[src/rtl/sic_pkg.sv]
package sic_pkg;
  localparam int unsigned SIC_N = 32;
  typedef logic [SIC_N-1:0] sic_word_t;

  // word indexes decoded by the register file
  localparam int unsigned IX_MASKED   = 0;
  localparam int unsigned IX_RAW      = 1;
  localparam int unsigned IX_EN_SET   = 2;
  localparam int unsigned IX_EN_CLR   = 3;
  localparam int unsigned IX_SOFT_SET = 4;
  localparam int unsigned IX_SOFT_CLR = 5;
  localparam int unsigned IX_FW_SET   = 8;
  localparam int unsigned IX_FW_CLR   = 9;

  function automatic sic_word_t window_mask(input int unsigned lo, input int unsigned hi);
    sic_word_t m;
    m = '0;
    for (int unsigned i = 0; i < SIC_N; i++)
      if (i >= lo && i <= hi) m[i] = 1'b1;
    return m;
  endfunction

  function automatic logic any_pending(input sic_word_t raw, input sic_word_t en);
    return |(raw & en);
  endfunction
endpackage

[src/rtl/sic_regfile.sv]
module sic_regfile
  import sic_pkg::*;
#(
  parameter int unsigned IDX_W   = 10,
  parameter int unsigned PASS_LO = 21,
  parameter int unsigned PASS_HI = 30
) (
  input  logic             clk,
  input  logic             rst_n,
  input  sic_word_t        src_i,
  input  logic             wr_i,
  input  logic [IDX_W-1:0] idx_i,
  input  sic_word_t        wdata_i,
  output sic_word_t        rdata_o,
  output sic_word_t        raw_o,
  output sic_word_t        en_o,
  output sic_word_t        fw_o
);
  localparam sic_word_t WIN = window_mask(PASS_LO, PASS_HI);

  sic_word_t raw_q, en_q, fw_q, en_d, fw_d;

  // decoded write events, named for the assertions
  logic hit_en_set, hit_en_clr, hit_soft_set, hit_soft_clr, hit_fw_set, hit_fw_clr;
  logic ignored_wr, wdata_nz;

  assign wdata_nz     = |wdata_i;
  assign hit_en_set   = wr_i && (idx_i == IDX_W'(IX_EN_SET));
  assign hit_en_clr   = wr_i && (idx_i == IDX_W'(IX_EN_CLR));
  assign hit_soft_set = wr_i && (idx_i == IDX_W'(IX_SOFT_SET));
  assign hit_soft_clr = wr_i && (idx_i == IDX_W'(IX_SOFT_CLR));
  assign hit_fw_set   = wr_i && (idx_i == IDX_W'(IX_FW_SET));
  assign hit_fw_clr   = wr_i && (idx_i == IDX_W'(IX_FW_CLR));
  assign ignored_wr   = wr_i && !(hit_en_set || hit_en_clr || hit_soft_set ||
                                  hit_soft_clr || hit_fw_set || hit_fw_clr);

  always_comb begin
    en_d = en_q;
    if (hit_en_set) en_d = en_q | wdata_i;
    if (hit_en_clr) en_d = en_q & ~wdata_i;
    if (hit_soft_set && wdata_nz) en_d[0] = 1'b1;
    if (hit_soft_clr && wdata_nz) en_d[0] = 1'b0;
  end

  always_comb begin
    fw_d = fw_q;
    if (hit_fw_set) fw_d = fw_q | (wdata_i & WIN);
    if (hit_fw_clr) fw_d = fw_q & ~wdata_i;
  end

  always_ff @(posedge clk) begin
    if (!rst_n) begin
      raw_q <= '0;
      en_q  <= '0;
      fw_q  <= '0;
    end else begin
      raw_q <= src_i;
      en_q  <= en_d;
      fw_q  <= fw_d;
    end
  end

  always_comb begin
    rdata_o = '0;
    if (idx_i == IDX_W'(IX_MASKED))         rdata_o = raw_q & en_q;
    else if (idx_i == IDX_W'(IX_RAW))       rdata_o = raw_q;
    else if (idx_i == IDX_W'(IX_EN_SET))    rdata_o = en_q;
    else if (idx_i == IDX_W'(IX_SOFT_SET))  rdata_o = {{(SIC_N-1){1'b0}}, raw_q[0]};
    else if (idx_i == IDX_W'(IX_FW_SET))    rdata_o = fw_q;
  end

  assign raw_o = raw_q;
  assign en_o  = en_q;
  assign fw_o  = fw_q;


  fw_window_chk: assert property (@(posedge clk) disable iff (!rst_n)
    (fw_q & ~WIN) == '0);

  en_set_chk: assert property (@(posedge clk) disable iff (!rst_n)
    hit_en_set |=> ((en_q & $past(wdata_i)) == $past(wdata_i)));

  en_clr_chk: assert property (@(posedge clk) disable iff (!rst_n)
    hit_en_clr |=> ((en_q & $past(wdata_i)) == '0));

  soft_set_chk: assert property (@(posedge clk) disable iff (!rst_n)
    (hit_soft_set && wdata_nz) |=> en_q[0]);

  fw_clr_chk: assert property (@(posedge clk) disable iff (!rst_n)
    hit_fw_clr |=> ((fw_q & $past(wdata_i)) == '0));

  ignore_wr_chk: assert property (@(posedge clk) disable iff (!rst_n)
    ignored_wr |=> ($stable(en_q) && $stable(fw_q)));
endmodule

[src/rtl/sic_route.sv]
module sic_route
  import sic_pkg::*;
#(
  parameter int unsigned PASS_LO = 21,
  parameter int unsigned PASS_HI = 30
) (
  input  logic      clk,
  input  logic      rst_n,
  input  sic_word_t raw_i,
  input  sic_word_t en_i,
  input  sic_word_t fw_i,
  output sic_word_t parent_o
);
  sic_word_t parent_d, parent_q;
  logic      summary_w;

  assign summary_w = any_pending(raw_i, en_i);

  for (genvar i = 0; i < SIC_N; i++) begin : g_line
    if (i == SIC_N - 1) begin : g_sum
      assign parent_d[i] = summary_w;
    end else if (i >= PASS_LO && i <= PASS_HI) begin : g_fwd
      assign parent_d[i] = raw_i[i] & fw_i[i];
    end else begin : g_off
      assign parent_d[i] = 1'b0;
    end
  end

  always_ff @(posedge clk) begin
    if (!rst_n) parent_q <= '0;
    else        parent_q <= parent_d;
  end

  assign parent_o = parent_q;


  summary_chk: assert property (@(posedge clk) disable iff (!rst_n)
    1'b1 |=> (parent_o[SIC_N-1] == $past(|(raw_i & en_i))));

  forward_chk: assert property (@(posedge clk) disable iff (!rst_n)
    1'b1 |=> ((parent_o & window_mask(PASS_LO, PASS_HI)) ==
              $past(raw_i & fw_i & window_mask(PASS_LO, PASS_HI))));
endmodule

[src/rtl/irq_sec_ctrl.sv]
module irq_sec_ctrl
  import sic_pkg::*;
#(
  parameter int unsigned ADDR_W  = 12,
  parameter int unsigned PASS_LO = 21,
  parameter int unsigned PASS_HI = 30
) (
  input  logic              clk,
  input  logic              rst_n,
  input  logic [SIC_N-1:0]  src_i,
  input  logic              bus_wr_i,
  input  logic [ADDR_W-1:0] bus_addr_i,
  input  logic [SIC_N-1:0]  bus_wdata_i,
  output logic [SIC_N-1:0]  bus_rdata_o,
  output logic [SIC_N-1:0]  parent_o
);
  localparam int unsigned IDX_W = ADDR_W - 2;

  sic_word_t raw_w, en_w, fw_w;

  sic_regfile #(.IDX_W(IDX_W), .PASS_LO(PASS_LO), .PASS_HI(PASS_HI)) u_regs (
    .clk(clk), .rst_n(rst_n), .src_i(src_i), .wr_i(bus_wr_i),
    .idx_i(bus_addr_i[ADDR_W-1:2]), .wdata_i(bus_wdata_i), .rdata_o(bus_rdata_o),
    .raw_o(raw_w), .en_o(en_w), .fw_o(fw_w)
  );

  sic_route #(.PASS_LO(PASS_LO), .PASS_HI(PASS_HI)) u_route (
    .clk(clk), .rst_n(rst_n), .raw_i(raw_w), .en_i(en_w), .fw_i(fw_w),
    .parent_o(parent_o)
  );


  quiet_low_chk: assert property (@(posedge clk) disable iff (!rst_n)
    parent_o[PASS_LO-1:0] == '0);
endmodule

[config.mk]
export PLATFORM = sky130hd
export DESIGN_NAME = irq_sec_ctrl
export DESIGN_NICKNAME = d
export VERILOG_FILES = /design/src/rtl/sic_pkg.sv /design/src/rtl/sic_regfile.sv /design/src/rtl/sic_route.sv /design/src/rtl/irq_sec_ctrl.sv
export SDC_FILE = /design/constraint.sdc
export NUM_CORES = 1
export LEC_CHECK = 0
export BUFFER_PORTS_ARGS = -buffer_cell sky130_fd_sc_hd__buf_2
export CELL_PAD_IN_SITES_DETAIL_PLACEMENT = 2
export CELL_PAD_IN_SITES_GLOBAL_PLACEMENT = 2
export CORE_MARGIN = 2
export CORE_UTILIZATION = 30
export CTS_CLUSTER_SIZE = 28
export DETAILED_ROUTE_END_ITERATION = 12
export GPL_TIMING_DRIVEN = 0
export PLACE_DENSITY_LB_ADDON = 0.2
export SYNTH_ARGS = -nofsm -noshare
export SYNTH_HDL_FRONTEND = slang
export SYNTH_HIERARCHICAL = 1
export SYNTH_SLANG_ARGS = --single-unit
[constraint.sdc]
create_clock -name clk -period 2.8 [get_ports clk]
set_input_delay 0.56 -clock clk [delete_from_list [all_inputs] [get_ports clk]]
set_output_delay 0.56 -clock clk [all_outputs]
set_load 0.03 [all_outputs]
# Yosys cells after proc, flatten, opt, wreduce, memory -nomap -nowiden
# Index checks and enable logic that the tools add are counted.
# word_totals
regBits	128
input_bits	79
out_inout_bits	64
word_cells	55
# op_classes
n_eq_ne	7
muxes	10
bitwise	17
reduce_logical	15
# ops
op	n
32-bit two-way mux	9
32-bit bitwise AND	3
32-bit OR reduction	2
32-bit NOT	1
32-bit by 31-bit OR with 32-bit output	1
32-bit OR	1
10-bit by 2-bit == test with 1-bit output, second input constant	2
10-bit by 3-bit == test with 1-bit output, second input constant	2
10-bit by 4-bit == test with 1-bit output, second input constant	2
1-bit bitwise AND	10
10-bit by 1-bit == test with 1-bit output, second input constant	1
10-bit logical NOT	1
1-bit logical AND	8
2-bit nonzero test	2
3-bit nonzero test	1
2-bit OR reduction	1
1-bit two-way mux	1
1-bit NOT	1

# Longest topological paths before layout
# Gate-level depths: netlist (run 1).
# depth
ltp_word	6
ltp_mapped	6
depth_no_buf	4

# Modules after synthesis
# Netlist (run 1), hierarchy kept.
# by_module_without_submodules
module	n_inst	cells_per_inst	area_each_um2	seq_area_each_um2
sic_regfile	1	447	4137.7	1921.8
sic_route	1	65	615.6	220.2

# Least setup slack after synthesis (run 1)
# OpenSTA, ideal clock, no wires.
# synth_timing
path_type	input port to output port
startpoint	input bus_addr_i[3]
endpoint	output bus_rdata_o[13]
arrival_ns	2.116
required_time_ns	2.240
path_slack_ns	0.124
cell_stages	6
n_path_buf	2
cell_sequence	or4_1 -> clkbuf_1 -> or3_4 -> buf_2 -> o21ai_0 -> o311a_1
# synth_between
elab_chain_len	6
word_cells_on_any_way	10
classes_between	eq/ne (4); mux (5); reduce/logical (1)
# synth_rtl
item	line	text
from (decl)	irq_sec_ctrl.sv:12	input logic [ADDR_W-1:0] bus_addr_i,
10-bit by 4-bit == test with 1-bit output	sic_regfile.sv:69	else if (idx_i == IDX_W'(IX_FW_SET)) rdata_o = fw_q;
32-bit two-way mux	sic_regfile.sv:69	
32-bit two-way mux	sic_regfile.sv:68	else if (idx_i == IDX_W'(IX_SOFT_SET)) rdata_o = {{(SIC_N-1){1'b0}}, raw_q[0]};
32-bit two-way mux	sic_regfile.sv:67	else if (idx_i == IDX_W'(IX_EN_SET)) rdata_o = en_q;
32-bit two-way mux	sic_regfile.sv:66	else if (idx_i == IDX_W'(IX_RAW)) rdata_o = raw_q;
32-bit two-way mux *	sic_regfile.sv:65	if (idx_i == IDX_W'(IX_MASKED)) rdata_o = raw_q & en_q;
to (decl)	irq_sec_ctrl.sv:14	output logic [SIC_N-1:0] bus_rdata_o,
# Mark *: on every way between the ends. The rest lies on a longest branch, timed or not.

# Final worst setup path (run 1)
# layout_timing
startpoint	input bus_addr_i[10]
endpoint	output bus_rdata_o[20]
# Same word-level chain as after synthesis.

==> results.py, run 1 <==
metrics = {
    "outcome": {
        "outcome": "finished with violations",
        "violations": "negative setup slack",
    },
    "final_layout": {
        "seqCellArea_um2": 2140,
        "synthToLayoutAreaGrowth_pct": 34.1,
        "diodes": 0,
        "multi_input_area_um2": 2370,
        "fill_cells": 1765,
        "finalNetCount": 750,
        "drive_above_1_share_pct": 31.1,
        "final_area_um2": 6370,
        "final_cells": 892,
    },
    "logic_synthesis": {
        "yosysSeqAreaShare_pct": 45.1,
        "synth-xor-area-share_pct": 0,
        "synthTopCellsByCount": "107 x dfxtp_1, 55 x a21oi_1, 43 x nand2_1",
        "yosys_warnings": 6,
        "synth.distinct_cells": 37,
        "synth.top_cell.area_share_pct": 45.1,
        "synth_area_per_cell_um2": 9.28,
        "synth_top_family_by_area": "compound AO/OA/AOI/OAI gates",
        "syn_inst": 512,
        "yosysTopAreaCell": "dfxtp_1",
        "ys_seq_elements": 107,
        "synth_compound_area_share_pct": 30.8,
        "syn-cell-area_um2": 4750,
        "ys.flop_type": "dfxtp_1",
        "synth.most_common_cell": "dfxtp_1",
        "synth_fa_ha_area_share_pct": 0,
        "async_flop_share_pct": 0,
        "synth-edff-count": 0,
        "muxShareOfSynthArea_pct": 2.34,
        "synthSimpleGateAreaFrac_pct": 13.5,
        "synth_area_leaders": "dfxtp_1 45%, o311a_1 6.5%, a311oi_1 5.9%",
    },
    "route": {
        "drc": 0,
        "viasPerCell": 5.60,
        "drt-initial-drc-count": 345,
        "postRouteAntennaNets": 0,
        "postRouteWirelength_mm": 21.0,
        "vias": 4997,
        "dr.pass1.iters": 5,
        "wl_per_cell_um": 23.6,
    },
    "timing": {
        "slew_headroom_pct": 51.7,
        "fin_ws_ps": -35.3,
        "tightest_slew_ps": 725,
        "finalHoldViolations": 0,
        "holdWs_ps": 399,
        "period_share_pct": 101,
        "period_needed_ps": 2840,
        "finClkSkew_ps": 11.1,
        "drv_slew": 0,
        "fmax_mhz": 353,
        "tns_ps": -66.9,
        "finalSetupViolations": 4,
        "rsz0062_at_grt": "true",
    },
    "min_path": {
        "hold_class": "in -> reg",
    },
    "place": {
        "dp_hpwl_mm": 15.6,
        "dpl_cell_area_um2": 5690,
        "gp_congestion": 0.853,
        "dp_cells": 867,
        "numPortBuffers": 119,
    },
    "floorplan": {
        "io_pins": 143,
        "dieArea_um2": 16900,
        "row_count": 46,
        "fp.coreArea_um2": 15700,
        "start_util_pct": 30.4,
        "fp.dieH_um": 130,
        "dieWidth_um": 130,
    },
    "global_route": {
        "grt_pass1_wl_mm": 30.8,
        "grt_start_max_net_pins": 20,
        "grt_pass1_vias": 5010,
        "grt_overflow": 0,
        "grt_usage_pct": 24.5,
        "antenna_found_initial": 0,
    },
    "worst_setup_path": {
        "critPathKind": "in -> out",
        "cp.required_ps": 2240,
        "worst-path-max-fanout": 10,
        "start_kind": "primary input",
        "critPathArrivalTime_ps": 2280,
        "cp-end-kind": "primary output",
    },
    "power": {
        "cellLeakagePower_nw": 2.57,
        "peakVddDrop_mv": 0.326,
        "finalPower_mw": 3.14,
        "pwr_density_cell_nw_per_um2": 492,
    },
    "clock_network": {
        "cts_buffers": 9,
        "htree_levels": 3,
        "path_clk_slew_ps": 80,
        "worstSkewPairLatency_ps": 360,
        "clockBufferDepth": 2,
        "cts_tree": "built",
        "root_buffer": "clkbuf_16",
        "cts.sinks": 107,
    },
    "job": {
        "max-cap-violations": 0,
    },
}
path summary, 6_finish.rpt:
path                                      from                              end  slack (ps)  cells after the start
setup / recovery                bus_addr_i[10]                  bus_rdata_o[20]         -40                      7
hold / removal                        src_i[0]       u_regs/raw_o[0]$_SDFF_PN0_         400                      2
setup reg to reg    u_regs/raw_o[2]$_SDFF_PN0_  u_route/parent_o[31]$_SDFF_PN0_        1390                      3
hold reg to reg   u_regs/fw_o[17]$_SDFFE_PN0P_     u_regs/fw_o[17]$_SDFFE_PN0P_         440                      2
layer usage:
layer / vias to the layer above / routed length [um] / track usage (%)
met3: 25 / 1220 / 4.55
li1: 2266 / - / -
met2: 198 / 10300 / 41.5
met5: - / 0 / 0
met4: 0 / 374 / 7.02
met1: 2508 / 9170 / 31.9
power breakdown:
part | internal [mW] | switching, mW | leakage [nW]
sequential | 1.55 | 0.0301 | 0.870
combinational | 0.103 | 0.209 | 1.56
clock | 0.619 | 0.629 | 0.138
placed cells by master, fill, tap and decap left out, drive strengths merged, types with 2 or more instances in the layout:
cell and n:
nand2 43, a22oi 16, nand4 7, a21oi 55, o21ai 31, o311a 31, clkinv 3, inv 6
and4 2, a32oi 31, or3 2, nand3b 2, a311oi 32, and3 10, nor4 11, clkbuf 47
buf 163, conb 21, mux2i 10, and2 33, nor2b 2, dfxtp 107
worst max-delay path: stages:
cell and delay [ps]:
buf_12 110, or4_4 550, or3_4 410, buf_6 170
o21ai_1 90, o311a_1 230, buf_6 150
stage by stage:
step / utilization [%] / setup slack [ps]
after global placement: 36.4 / -640
after floorplan: - / 124
after CTS: 39.6 / -0.403
final: 40.7 / -35.3
after detailed placement: 36.4 / -725
after global routing: 40.7 / -65.5
logic make-up (layout without fill, tap and decap cells):
kind of cell,count (synthesis),count (layout)
AO/OA/AOI/OAI,201,201
flip-flops,107,107
AND/OR/NAND/NOR,116,116
other,1,21
multiplexers,11,11
buffers and inverters,76,220
repair_timing:
item,4_1_cts,5_1_grt
setup endpoints to repair,32,31
hold buffers,0,0
cloned,1,0
gates resized for setup,64,63
buffers inserted,4,5
pin swaps,2,2
final cells by class:
class / count / area share (%)
Multi-Input combinational cell: 349 / 37.2
Timing Repair Buffer: 129 / 13.8
Clock inverter: 7 / 0.923
Clock buffer: 9 / 3.53
Tap cell: 216 / 4.24
Buffer: 72 / 6.46
Sequential cell: 107 / 33.6
Inverter: 3 / 0.177
(Power assumes the default switching activity.)
==> run 2, diff against run 1 <==
--- a/config.mk
+++ b/config.mk
@@ -5,15 +5,16 @@
 export SDC_FILE = /design/constraint.sdc
 export NUM_CORES = 1
 export LEC_CHECK = 0
+export ABC_AREA = 1
 export BUFFER_PORTS_ARGS = -buffer_cell sky130_fd_sc_hd__buf_2
 export CELL_PAD_IN_SITES_DETAIL_PLACEMENT = 2
 export CELL_PAD_IN_SITES_GLOBAL_PLACEMENT = 2
 export CORE_MARGIN = 2
-export CORE_UTILIZATION = 30
+export CORE_UTILIZATION = 27
 export CTS_CLUSTER_SIZE = 28
 export DETAILED_ROUTE_END_ITERATION = 12
 export GPL_TIMING_DRIVEN = 0
-export PLACE_DENSITY_LB_ADDON = 0.2
+export PLACE_DENSITY_LB_ADDON = 0.1
 export SYNTH_ARGS = -nofsm -noshare
 export SYNTH_HDL_FRONTEND = slang
 export SYNTH_HIERARCHICAL = 1
==> run 2 against run 1 <==
Net effect:
- the flow now finishes without violations
- critical endpoint is now bus_rdata_o[4]
- final area grew 8.4%
- synthesized cell count rose by 73%
- total power decreased by 0.68%
- sequential cell count unchanged
- maximum frequency increased by 5.0%
- largest power group unchanged
- clock power grew 3%
- register-to-register slack improved by 260 ps
- die area is 29% higher
- wire length rose by 1.3%
- final cell count up 47%
- sequential share of layout area fell by 2.6 points
==> results.py, run 2 <==
metrics = {
    "outcome": {
        "outcome": "complete, no violations",
    },
    "timing": {
        "holdWs_ps": 378,
        "fmax_mhz": 370,
        "finClkSkew_ps": 6.08,
        "period_needed_ps": 2700,
        "finalHoldViolations": 0,
        "rsz0062_at_grt": "true",
        "tightest_slew_ps": 738,
        "slew_headroom_pct": 50.8,
        "drv_slew": 0,
        "finalSetupViolations": 0,
        "tns_ps": 0,
        "fin_ws_ps": 98.5,
        "period_share_pct": 96.5,
    },
    "worst_setup_path": {
        "cp-end-kind": "primary output",
        "worst-path-max-fanout": 10,
        "cp-startpoint": "bus_addr_i[9]",
        "critPathKind": "in -> out",
        "cp.required_ps": 2240,
        "critPathArrivalTime_ps": 2140,
        "r2r_start": "u_regs/raw_o[9]$_SDFF_PN0_",
        "worstPathCellList": "buf_2 -> nor2_2 -> nand3_1 -> nor2_4 -> buf_4 -> nand3_1 -> a21oi_1 -> buf_2",
        "slowest_delay_ps": 250,
        "start_kind": "primary input",
        "slowest_stage": "nand3_1",
    },
    "route": {
        "drc": 0,
        "drt-initial-drc-count": 191,
        "postRouteWirelength_mm": 21.3,
        "viasPerCell": 4.53,
        "wl_per_cell_um": 16.2,
        "dr.pass1.iters": 4,
        "postRouteAntennaNets": 0,
        "vias": 5942,
    },
    "place": {
        "gp_congestion": 0.750,
        "place_ws_ps": -120,
        "dpl_cell_area_um2": 6560,
        "dp_hpwl_mm": 16.0,
        "numPortBuffers": 119,
    },
    "floorplan": {
        "dieWidth_um": 147,
        "start_util_pct": 27.4,
        "fp.dieH_um": 147,
        "row_count": 52,
        "fp.coreArea_um2": 20200,
        "io_pins": 143,
        "dieArea_um2": 21700,
    },
    "final_layout": {
        "final_cell_mix": "272 x nand2_1, 127 x inv_1, 123 x buf_2, 107 x dfxtp_1, 71 x a21oi_1",
        "layout_commonest_cell": "nand2_1",
        "finalNetCount": 1116,
        "synthToLayoutAreaGrowth_pct": 24.6,
        "final_area_um2": 6910,
        "diodes": 0,
        "drive_above_1_share_pct": 22.0,
        "fill_cells": 2577,
    },
    "logic_synthesis": {
        "syn_inst": 886,
        "yosysTopAreaCell": "dfxtp_1",
        "synth.distinct_cells": 23,
        "ys.flop_type": "dfxtp_1",
        "syn-cell-area_um2": 5550,
        "synth.most_common_cell": "nand2_1",
        "async_flop_share_pct": 0,
        "synthTopCellsByCount": "272 x nand2_1, 127 x inv_1, 107 x dfxtp_1",
        "synth.top_cell.area_share_pct": 38.6,
        "synth_area_per_cell_um2": 6.26,
        "yosys_warnings": 6,
        "yosysSeqAreaShare_pct": 38.6,
        "ys_seq_elements": 107,
        "synth-edff-count": 0,
        "synth_area_leaders": "dfxtp_1 39%, nand2_1 18%, inv_1 8.6%",
    },
    "global_route": {
        "grt_overflow": 0,
        "grt_pass1_vias": 6229,
        "grt_usage_pct": 20.2,
        "antenna_found_initial": 0,
        "grt_start_max_net_pins": 17,
        "grt_pass1_wl_mm": 34.0,
    },
    "min_path": {
        "min_from": "src_i[2]",
        "hold_class": "in -> reg",
    },
    "clock_network": {
        "cts_hold_buf": 0,
        "cts_buffers": 9,
        "worstSkewPairLatency_ps": 350,
        "path_clk_slew_ps": 80,
        "cts_tree": "built",
        "htree_levels": 3,
        "clockBufferDepth": 2,
        "root_buffer": "clkbuf_16",
        "cts.sinks": 107,
    },
    "power": {
        "pwr_density_cell_nw_per_um2": 451,
        "peakVddDrop_mv": 0.234,
        "cellLeakagePower_nw": 3.34,
        "finalPower_mw": 3.12,
    },
    "job": {
        "max-cap-violations": 0,
    },
}
run 2: cell count changes after synthesis, sizes merged, moves of 32 or more:
| cell | change |
|---|---|
| a311oi | -32 |
| nand2 | +233 |
| nand3 | +55 |
| o21ai | +57 |
| inv | +156 |
| and2 | -33 |
| nor2 | +57 |
run 2: per-stage QoR:
stage,utilization [%],std cells
3_5_place_dp,32.4,1295
2_1_floorplan,-,906
3_3_place_gp,32.4,1295
6_report,34.2,1312
4_1_cts,33.9,1311
5_1_grt,34.2,1312
run 2: critical path: cells and delay by family:
family / cells / cell delay [ps]
simple gates: 4 / 740
buf+inv: 3 / 580
compound gates: 1 / 250
run 2: cell families after synthesis:
| kind of cell | share of synthesized area [%] |
|---|---|
| simple gates | 29.4 |
| buf+inv | 16.8 |
| compound gates | 15.2 |
| flops | 38.6 |
| other cells | 0.0676 |
run 2: power by group:
part | internal [mW] | switching (mW)
combinational | 0.0866 | 0.170
sequential | 1.55 | 0.0213
clock | 0.679 | 0.613
total | 2.31 | 0.804
run 2: final timing paths:
kind / to / slack (ps) / cells after the start
setup reg to reg: u_route/parent_o[31]$_SDFF_PN0_ / 1650 / 6
hold reg to reg: u_regs/fw_o[9]$_SDFFE_PN0P_ / 460 / 2
hold / removal: u_regs/raw_o[2]$_SDFF_PN0_ / 380 / 3
setup / recovery: bus_rdata_o[4] / 100 / 8
run 2: final cells by class:
cell class,instances,area [um2],share of cell area [%]
plain buffers,58,360,5.21
clock buffers,13,270,3.91
clock inverters,3,21.3,0.308
inverters,159,597,8.64
multi-input cells,582,2570,37.2
flip-flops and latches,107,2140,31.0
well taps,270,338,4.89
repair buffers,120,611,8.83
run 2: routing by layer:
layer	track usage, %	up-vias	part of all wire [%]
met1	25.7	2874	46
met4	3.17	0	0.61
met2	36.8	82	51
li1	-	2977	-
met3	2.95	9	2.4
met5	0	-	0
run 2: timing repair:
action | CTS | global route
setup buffers | 0 | 1
setup endpoints to repair | 19 | 31
pin swaps | 0 | 1
gates resized for setup | 8 | 17
